===== src/rtl/adc_rd_pkg.sv =====
package adc_rd_pkg;

  typedef enum logic [1:0] {
    ST_IDLE  = 2'd0,
    ST_SHIFT = 2'd1,
    ST_GUARD = 2'd2
  } rd_state_e;

  // device position of the k-th word in a frame (0 = nearest)
  function automatic int unsigned dev_of_word(input int unsigned k,
                                              input int unsigned ch_per_dev);
    return k / ch_per_dev;
  endfunction

  // channel code of the k-th word; highest channel is delivered first
  function automatic int unsigned ch_of_word(input int unsigned k,
                                             input int unsigned ch_per_dev);
    return ch_per_dev - 1 - (k % ch_per_dev);
  endfunction

  // rising edges of the data clock in one complete frame
  function automatic int unsigned frame_bits(input int unsigned n_dev,
                                             input int unsigned ch_per_dev,
                                             input int unsigned word_w);
    return n_dev * ch_per_dev * word_w;
  endfunction

endpackage


===== src/rtl/adc_rd_sync.sv =====
module adc_rd_sync (
  input  logic clk,
  input  logic rst_n,
  input  logic din_n,
  output logic fall
);
  logic s1, s2, s3;

  always_ff @(posedge clk or negedge rst_n) begin
    if (!rst_n) begin
      s1 <= 1'b1;
      s2 <= 1'b1;
      s3 <= 1'b1;
    end else begin
      s1 <= din_n;
      s2 <= s1;
      s3 <= s2;
    end
  end

  assign fall = s3 & ~s2;
endmodule


===== src/rtl/adc_rd_sclk_gen.sv =====
module adc_rd_sclk_gen #(
  parameter int CLK_DIV = 4
) (
  input  logic clk,
  input  logic rst_n,
  input  logic run,
  output logic sclk,
  output logic rise_evt,
  output logic bit_end
);
  localparam int HALF = CLK_DIV / 2;
  localparam int PW   = (CLK_DIV > 2) ? $clog2(CLK_DIV) : 1;

  logic [PW-1:0] ph;

  assign rise_evt = run && (ph == PW'(HALF - 1));
  assign bit_end  = run && (ph == PW'(CLK_DIV - 1));

  always_ff @(posedge clk or negedge rst_n) begin
    if (!rst_n) begin
      ph   <= '0;
      sclk <= 1'b0;
    end else if (!run) begin
      ph   <= '0;
      sclk <= 1'b0;
    end else if (bit_end) begin
      ph   <= '0;
      sclk <= 1'b0;
    end else begin
      ph <= ph + 1'b1;
      if (rise_evt) sclk <= 1'b1;
    end
  end
endmodule


===== src/rtl/adc_rd_assembler.sv =====
module adc_rd_assembler
  import adc_rd_pkg::*;
#(
  parameter int WORD_W     = 20,
  parameter int N_DEV      = 2,
  parameter int CH_PER_DEV = 4
) (
  input  logic              clk,
  input  logic              rst_n,
  input  logic              clear,
  input  logic              sample,
  input  logic              sdi,
  output logic              word_valid,
  output logic [WORD_W-1:0] word_data,
  output logic [((N_DEV > 1) ? $clog2(N_DEV) : 1)-1:0] word_dev,
  output logic [((CH_PER_DEV > 1) ? $clog2(CH_PER_DEV) : 1)-1:0] word_ch,
  output logic              frame_done,
  output logic              all_sampled
);
  localparam int N_WORDS = N_DEV * CH_PER_DEV;
  localparam int BW      = $clog2(WORD_W);
  localparam int KW      = (N_WORDS > 1) ? $clog2(N_WORDS) : 1;
  localparam int DEV_W   = (N_DEV > 1) ? $clog2(N_DEV) : 1;
  localparam int CH_W    = (CH_PER_DEV > 1) ? $clog2(CH_PER_DEV) : 1;

  logic [WORD_W-2:0] sh;
  logic [BW-1:0]     bit_i;
  logic [KW-1:0]     word_i;
  logic              word_end, last_word;

  assign word_end  = sample && (bit_i == BW'(WORD_W - 1));
  assign last_word = word_end && (word_i == KW'(N_WORDS - 1));

  always_ff @(posedge clk or negedge rst_n) begin
    if (!rst_n) begin
      sh          <= '0;
      bit_i       <= '0;
      word_i      <= '0;
      all_sampled <= 1'b0;
      word_valid  <= 1'b0;
      frame_done  <= 1'b0;
      word_data   <= '0;
      word_dev    <= '0;
      word_ch     <= '0;
    end else begin
      word_valid <= 1'b0;
      frame_done <= 1'b0;
      if (clear) begin
        bit_i       <= '0;
        word_i      <= '0;
        all_sampled <= 1'b0;
      end else if (sample) begin
        sh <= {sh[WORD_W-3:0], sdi};
        if (word_end) begin
          bit_i      <= '0;
          word_valid <= 1'b1;
          word_data  <= {sh, sdi};
          word_dev   <= DEV_W'(dev_of_word(int'(word_i), CH_PER_DEV));
          word_ch    <= CH_W'(ch_of_word(int'(word_i), CH_PER_DEV));
          if (last_word) begin
            frame_done  <= 1'b1;
            all_sampled <= 1'b1;
            word_i      <= '0;
          end else begin
            word_i <= word_i + 1'b1;
          end
        end else begin
          bit_i <= bit_i + 1'b1;
        end
      end
    end
  end
endmodule


===== src/rtl/adc_chain_reader.sv =====
module adc_chain_reader
  import adc_rd_pkg::*;
#(
  parameter int N_DEV      = 2,
  parameter int WORD_W     = 20,
  parameter int CH_PER_DEV = 4,
  parameter int CLK_DIV    = 4,
  parameter int CONV_GUARD = 4
) (
  input  logic              clk,
  input  logic              rst_n,
  input  logic              drdy_n,
  input  logic              sdi,
  input  logic              conv_req,
  output logic              sclk,
  output logic              conv_out,
  output logic              word_valid,
  output logic [WORD_W-1:0] word_data,
  output logic [((N_DEV > 1) ? $clog2(N_DEV) : 1)-1:0] word_dev,
  output logic [((CH_PER_DEV > 1) ? $clog2(CH_PER_DEV) : 1)-1:0] word_ch,
  output logic              frame_done
);
  localparam int GC_W = (2 * CONV_GUARD > 2) ? $clog2(2 * CONV_GUARD) : 1;

  rd_state_e      st;
  logic [GC_W-1:0] gcnt;
  logic drdy_fall, drdy_pend, conv_pend, resume;
  logic shifting, in_guard, sample_evt, bit_end, all_sampled;
  logic frame_start, guard_mid, guard_last, enter_guard;

  // named internal events, used by the bound checker
  assign shifting    = (st == ST_SHIFT);
  assign in_guard    = (st == ST_GUARD);
  assign frame_start = (st == ST_IDLE) && drdy_pend && !conv_pend;
  assign guard_mid   = in_guard && (gcnt == GC_W'(CONV_GUARD - 1));
  assign guard_last  = in_guard && (gcnt == GC_W'(2 * CONV_GUARD - 1));
  assign enter_guard = ((st == ST_IDLE) && conv_pend) ||
                       (shifting && bit_end && !all_sampled && conv_pend);

  adc_rd_sync u_sync (
    .clk   (clk),
    .rst_n (rst_n),
    .din_n (drdy_n),
    .fall  (drdy_fall)
  );

  adc_rd_sclk_gen #(.CLK_DIV(CLK_DIV)) u_sclk (
    .clk      (clk),
    .rst_n    (rst_n),
    .run      (shifting),
    .sclk     (sclk),
    .rise_evt (sample_evt),
    .bit_end  (bit_end)
  );

  adc_rd_assembler #(
    .WORD_W     (WORD_W),
    .N_DEV      (N_DEV),
    .CH_PER_DEV (CH_PER_DEV)
  ) u_asm (
    .clk         (clk),
    .rst_n       (rst_n),
    .clear       (frame_start),
    .sample      (sample_evt),
    .sdi         (sdi),
    .word_valid  (word_valid),
    .word_data   (word_data),
    .word_dev    (word_dev),
    .word_ch     (word_ch),
    .frame_done  (frame_done),
    .all_sampled (all_sampled)
  );

  always_ff @(posedge clk or negedge rst_n) begin
    if (!rst_n) begin
      st        <= ST_IDLE;
      gcnt      <= '0;
      drdy_pend <= 1'b0;
      conv_pend <= 1'b0;
      resume    <= 1'b0;
      conv_out  <= 1'b0;
    end else begin
      if (drdy_fall)        drdy_pend <= 1'b1;
      else if (frame_start) drdy_pend <= 1'b0;

      if (conv_req)         conv_pend <= 1'b1;
      else if (enter_guard) conv_pend <= 1'b0;

      unique case (st)
        ST_IDLE: begin
          if (conv_pend) begin
            st     <= ST_GUARD;
            gcnt   <= '0;
            resume <= 1'b0;
          end else if (drdy_pend) begin
            st <= ST_SHIFT;
          end
        end
        ST_SHIFT: begin
          if (bit_end) begin
            if (all_sampled) begin
              st <= ST_IDLE;
            end else if (conv_pend) begin
              st     <= ST_GUARD;
              gcnt   <= '0;
              resume <= 1'b1;
            end
          end
        end
        ST_GUARD: begin
          gcnt <= gcnt + 1'b1;
          if (guard_mid) conv_out <= ~conv_out;
          if (guard_last) begin
            gcnt <= '0;
            st   <= resume ? ST_SHIFT : ST_IDLE;
          end
        end
        default: st <= ST_IDLE;
      endcase
    end
  end
endmodule


===== config.mk =====
export PLATFORM = sky130hd
export DESIGN_NAME = adc_chain_reader
export DESIGN_NICKNAME = d
export VERILOG_FILES = /design/src/rtl/adc_rd_pkg.sv /design/src/rtl/adc_rd_sync.sv /design/src/rtl/adc_rd_sclk_gen.sv /design/src/rtl/adc_rd_assembler.sv /design/src/rtl/adc_chain_reader.sv
export SDC_FILE = /design/constraint.sdc
export NUM_CORES = 1
export LEC_CHECK = 0
export BUFFER_PORTS_ARGS = -buffer_cell sky130_fd_sc_hd__buf_2
export CORE_UTILIZATION = 62
export CTS_CLUSTER_SIZE = 30
export DETAILED_ROUTE_END_ITERATION = 10
export PLACE_DENSITY = 0.84
export SYNTH_ARGS = -nofsm -noshare
export SYNTH_HDL_FRONTEND = slang
export SYNTH_SLANG_ARGS = --single-unit

===== constraint.sdc =====
create_clock -name clk -period 4.8 [get_ports clk]
set_input_delay 0.24 -clock clk [delete_from_list [all_inputs] [get_ports clk]]
set_output_delay 0.24 -clock clk [all_outputs]
set_load 0.005 [all_outputs]

==> results.toml, run 1 <==
[global_route]
antenna_found_initial = 0
grt_pass1_vias = 1723
grt_usage_pct = 22.82
overflow = 0
grt_pass1_wl_um = 8252
grt_max_degree = 69

[power]
p_leak_uw = 0.001787
total_power_uw = 1304
power_density_nw_per_um2 = 402.9
irDropWorstVdd_mv = 0.3804

[clock_tree]
clk_pin_slew_worst_paths_ps = 70
cts-htree-levels = 3
cts_root_buffer = "clkbuf_8"
clockBufferDepth = 2
clk_latency_ps = 350
cts_setup_buffers = 0
cts_sinks = 68
cts_tree = "built"
cts_made_buffers = 9

[synth]
async_reset_ff_share_pct = 100.0
yosysWarnings = 0
synth_edf_count = 0
synth.largest_area_cell = "dfrtp_1"
syn_nets = 250
seq_area_frac_synth_pct = 60.26
synth.avg_cell_area_um2 = 11.94
synth_area_leaders = "dfrtp_1, mux2_4, nand2_1"
syn_area_um2 = 2830
syn_inst = 237
synth_top_cell_area_share_pct = 57.47
ys_ff_latch = 68
ys_types = 38
synth_ff_type = "dfrtp_1"

[place]
placed_cell_area_um2 = 3003
dp_slack_ps = 2502
port-buffer-count = 31
dpl.hpwl_um = 2936
dpl.cell_count = 312
place_congestion = 0.7644

[worst_setup_path]
path_class = "reg -> reg"
start_kind = "flip-flop"
crit_arrival_ps = 2550
crit_path_end_kind = "flip-flop"
cp.required_ps = 5030
cp_max_fo = 26

[timing]
setup_viol = 0
min_period_ps = 2312
max_freq_ghz = 0.4325
setup_slack_ps = 2488
worstMarginPinSlew_ps = 905.6
relSlewSlack_pct = 39.45
tns_ps = 0
rsz0062_at_grt = "false"
hold_viol_final = 0
timing.final.crit_share_pct = 48.17
slew_violations = 0
finClkSkew_ps = 11.52

[route]
wl_per_cell_um = 14.79
via_per_inst = 5.550
drc = 0
dr.pass1.iters = 4
ant_nets = 0
via_count = 1826
wl_um = 4867
detail_route.iter0.violations = 102

[floorplan]
rows = 24
die_h_um = 69.57
pin_count = 32
fp.dieW_um = 69.57
core_area_um2 = 4384
start_util_pct = 64.55
die_area_um2 = 4839

[flow_run]
maxCapViolations = 0

[cells_and_area]
fin_nets = 285
layout_commonest_cell = "dfrtp_1"
syn_to_final_growth_pct = 14.37
drive_above_1_share_pct = 27.80
insertedDiodeCount = 0
final_area_um2 = 3237
final_cell_mix = "dfrtp_1, nand2_1, buf_2"
fill_cells = 295
layout.cells.non_filler = 329

[hold_path]
hold_path_class = "in -> async"

[status]
status = "finished clean"
-- sequential cells by signal, indices dropped and copies added, names as in the netlist, 2 cells and up --
name / flops
u_asm.word_i: 3
u_asm.word_data: 20
gcnt: 3
u_asm.sh: 19
u_sclk.ph: 2
u_asm.word_ch: 2
u_asm.bit_i: 5
st: 2
-- area by class of cell --
cell class	count	area, µm²	area share [%]
Timing Repair Buffer	33	172.7	5.334
Inverter	7	26.28	0.8118
Tap cell	52	65.06	2.010
Sequential cell	68	1705	52.69
Clock buffer	10	137.6	4.252
Clock inverter	6	86.33	2.667
Multi-Input combinational cell	153	1044	32.24
-- power by group --
| group | switching (µW) | internal [µW] |
|---|---|---|
| sequential | 41.5 | 609 |
| combinational | 66.6 | 62.3 |
| clock | 218 | 306 |
| total | 326 | 978 |
-- final timing paths --
check	from	to	slack [ps]	depth (start not counted)
max	u_sclk.ph[1]$_DFF_PN0_	u_asm.word_data[17]$_DFFE_PN0P_	2490	5
min	rst_n	u_asm.sh[12]$_DFFE_PN0P_	60	2
max reg2reg	u_sclk.ph[1]$_DFF_PN0_	u_asm.word_data[17]$_DFFE_PN0P_	2490	5
min reg2reg	u_sync.s1$_DFF_PN1_	u_sync.s2$_DFF_PN1_	360	0
max in group asynchronous	rst_n	u_asm.word_data[1]$_DFFE_PN0P_	4190	2
min in group clk	conv_req	conv_pend$_DFFE_PN0P_	70	2
-- Yosys cell counts (2+ instances only) --
| library cell | number |
|---|---|
| clkbuf_1 | 4 |
| a21oi_1 | 8 |
| buf_2 | 2 |
| inv_1 | 7 |
| mux2_2 | 5 |
| o31ai_1 | 2 |
| nand3_1 | 2 |
| nand2b_1 | 5 |
| o21ai_0 | 7 |
| or3_1 | 4 |
| nor3_1 | 2 |
| nand2_1 | 63 |
| mux2_4 | 16 |
| a21o_1 | 2 |
| a22o_1 | 2 |
| dfrtp_1 | 65 |
| dfstp_2 | 3 |
| nor2b_1 | 3 |
| ha_1 | 8 |
| buf_6 | 2 |
| o22ai_1 | 2 |
| nor2_1 | 7 |
-- metal layers --
metal  up-vias  GRT usage, %  wire length [µm]
met4         0         11.34                86
met2        47         33.87              2338
met5         -             0                 0
met3        10         7.413               213
met1       902         30.40              2229
li1        867             -                 -
-- stage by stage --
stage | util (%) | hold slack (ps)
finish | 73.83 | 59.00
global route | 73.83 | 65.61
CTS | 73.83 | 54.75
detailed placement | 68.49 | 346.6
global placement | 68.49 | 345.8
floorplan | - | -55.59
-- logic make-up after synthesis --
kind of cell               Yosys count  synth area share, %
AOI/OAI and AO/OA                   27                6.056
xor gates and xnor gates             1               0.3095
adders and majority gates            8                3.537
buffers and inverters               16                2.874
DFF                                 68                60.26
muxes                               22                10.83
and+or+nand+nor                     95                16.14
-- timing repair --
item / in CTS / in global routing
endpoints found under the hold margin: 1 / 0
hold buffers: 1 / 0
gates resized for setup: 0 / 0
-- critical path, stage by stage, from the launching register on --
cell,delay [ps]
dfrtp_1,380
inv_1,50
ha_1,190
and3b_1,700
nand2_4,450
mux2_4,420
No activity file was read; power rests on OpenSTA's default activity.
==> run 2, diff against run 1 <==
CORE_UTILIZATION = 52   (was 62)
PLACE_DENSITY = 0.75   (was 0.84)
clock period = 2.1 ns   (was 4.8 ns; I/O delays follow)
==> run 2 against run 1 <==
Net effect: count of clock-buffer cells in the layout grew 3; non-clock buffer count up 8; fmax increased by 27%; setup slack worse by 2200 ps; global-route usage is 4.7 points lower; critical path type unchanged; critical endpoint is now u_asm.word_i[2]$_DFFE_PN0P_; power up 120%; clock skew fell by 2.0 ps; first-iteration DRC count shrank 14%; largest power group unchanged; sequential power rose by 130%; final cell count grew 7.9%; clock power grew 110%.
==> results.toml, run 2 (synthesis gave the netlist of run 1 again) <==
[cells_and_area]
syn_to_final_growth_pct = 17.59
multiInputGateArea_um2 = 1044
final_cell_mix = "dfrtp_1, nand2_1, buf_2"
fin_nets = 293
regMostFlops = "u_asm.word_data"
fill_cells = 403
insertedDiodeCount = 0
drive_above_1_share_pct = 28.42
utilization_pct = 64.34
layout_commonest_cell = "dfrtp_1"
reg.largest.list = "u_asm.word_data (20), u_asm.sh (19), u_asm.bit_i (5)"
final_area_um2 = 3328
largest_reg_flops = 20
seqCellArea_um2 = 1705

[timing]
tns_ps = 0
rsz0062_at_grt = "false"
hold_viol_final = 0
min_period_ps = 1816
max_freq_ghz = 0.5506
timing.final.crit_share_pct = 86.49
setup_viol = 0
slew_violations = 0
hold_slack_ps = 316.5
worstMarginPinSlew_ps = 429.0
setup_slack_ps = 283.6
finClkSkew_ps = 9.471
relSlewSlack_pct = 71.37

[worst_setup_path]
start_kind = "flip-flop"
rrSetupSlack_ps = 280
cp_max_fo = 26
reg2reg_depth = 5
crit_arrival_ps = 2040
cp.required_ps = 2330
r2r-start = "u_asm.bit_i[0]$_DFFE_PN0P_"
reg2reg_to = "u_asm.word_i[2]$_DFFE_PN0P_"
path_class = "reg -> reg"
crit_path_end_kind = "flip-flop"

[route]
via_count = 1759
detail_route.iter0.violations = 88
via_per_inst = 4.955
wl_um = 4586
wl_per_cell_um = 12.92
ant_nets = 0
dr.pass1.iters = 4
drc = 0

[clock_tree]
clockBufferDepth = 2
cts_sinks = 68
cts_setup_buffers = 0
cts_resized = 0
clk_latency_ps = 340
cts_root_buffer = "clkbuf_8"
clk_pin_slew_worst_paths_ps = 70
cts-htree-levels = 3
cts_tree = "built"
cts_made_buffers = 9

[place]
placed_cell_area_um2 = 3075
port-buffer-count = 31
place_congestion = 0.7554
dp_slack_ps = 272.0
dpl.hpwl_um = 2963

[power]
irDropWorstVdd_mv = 0.6190
switching_power_uw = 716.2
p_leak_uw = 0.001825
power_frac_clock_pct = 38.2
power_density_nw_per_um2 = 876.5
p_sw_share_pct = 24.55
internal-power_uw = 2201
p_comb_share_pct = 11.2
p_seq_share_pct = 50.6

[floorplan]
rows = 26
core_area_um2 = 5172
start_util_pct = 54.72
pin_count = 32
die_h_um = 75.78
fp.dieW_um = 75.78
die_area_um2 = 5742

[global_route]
antenna_found_initial = 0
overflow = 0
gr-max-usage-layer = "met2"
use_met2_pct = 26.25
grt_max_degree = 69
grt_pass1_wl_um = 7548
grt_pass1_vias = 1618
grtUsageMet3_pct = 5.952
use_met1_pct = 25.33
grt_usage_pct = 18.10

[flow_run]
maxCapViolations = 0

[hold_path]
hold_path_class = "in -> async"

[status]
status = "finished clean"
## run 2: worst max-delay path, stage by stage (launching register included)
cell and delay, ps:
dfrtp_1 400, ha_1 240, and4bb_2 270, nand2_4 350
inv_1 160, a32o_1 280
## run 2: worst max-delay path by stage
| stage | startpoint | slack [ps] | cells after the start | end |
|---|---|---|---|---|
| 2_1_floorplan | u_sclk.ph[0]$_DFF_PN0_ | 510 | 6 | u_asm.word_data[10]$_DFFE_PN0P_ |
| 3_3_place_gp | u_asm.bit_i[0]$_DFFE_PN0P_ | 330 | 5 | u_asm.word_i[2]$_DFFE_PN0P_ |
| 3_5_place_dp | u_asm.bit_i[0]$_DFFE_PN0P_ | 270 | 5 | u_asm.word_i[2]$_DFFE_PN0P_ |
| 4_1_cts | u_asm.bit_i[0]$_DFFE_PN0P_ | 270 | 5 | u_asm.word_i[2]$_DFFE_PN0P_ |
| 5_1_grt | u_asm.bit_i[0]$_DFFE_PN0P_ | 180 | 5 | u_asm.word_i[2]$_DFFE_PN0P_ |
| 6_report | u_asm.bit_i[0]$_DFFE_PN0P_ | 280 | 5 | u_asm.word_i[2]$_DFFE_PN0P_ |
## run 2: what timing repair did
item / CTS / global route
hold endpoints to repair: 68 / 0
setup endpoints to repair: 0 / 0
hold buffers: 4 / 0
## run 2: layer usage
layer  wire length (µm)  up-vias
li1                   -      877
met1               2339      840
met2               2021       35
met3                165        7
met4                 60        0
met5                  0        -
## run 2: area by class of cell
type	instances	share of cell area (%)
flip-flops and latches	68	51.24
multi-input cells	153	31.35
clock buffers	13	5.075
repair buffers	41	7.594
inverters	7	0.7895
clock inverters	3	1.316
well taps	70	2.632
## run 2: per-stage QoR
stage / total power (µW) / std cells
after floorplan: 1717 / 237
after global placement: 1809 / 335
after detailed placement: 1829 / 335
after CTS: 2948 / 355
after global routing: 3060 / 355
final: 2917 / 355
## run 2: power groups by stage
stage | clock, µW | sequential (µW) | combinational, µW
floorplan | 0 | 1460 | 252
finish | 1110 | 1480 | 327
global route | 1200 | 1490 | 370
CTS | 1140 | 1480 | 334
detailed placement | 0 | 1500 | 327
global placement | 0 | 1500 | 312
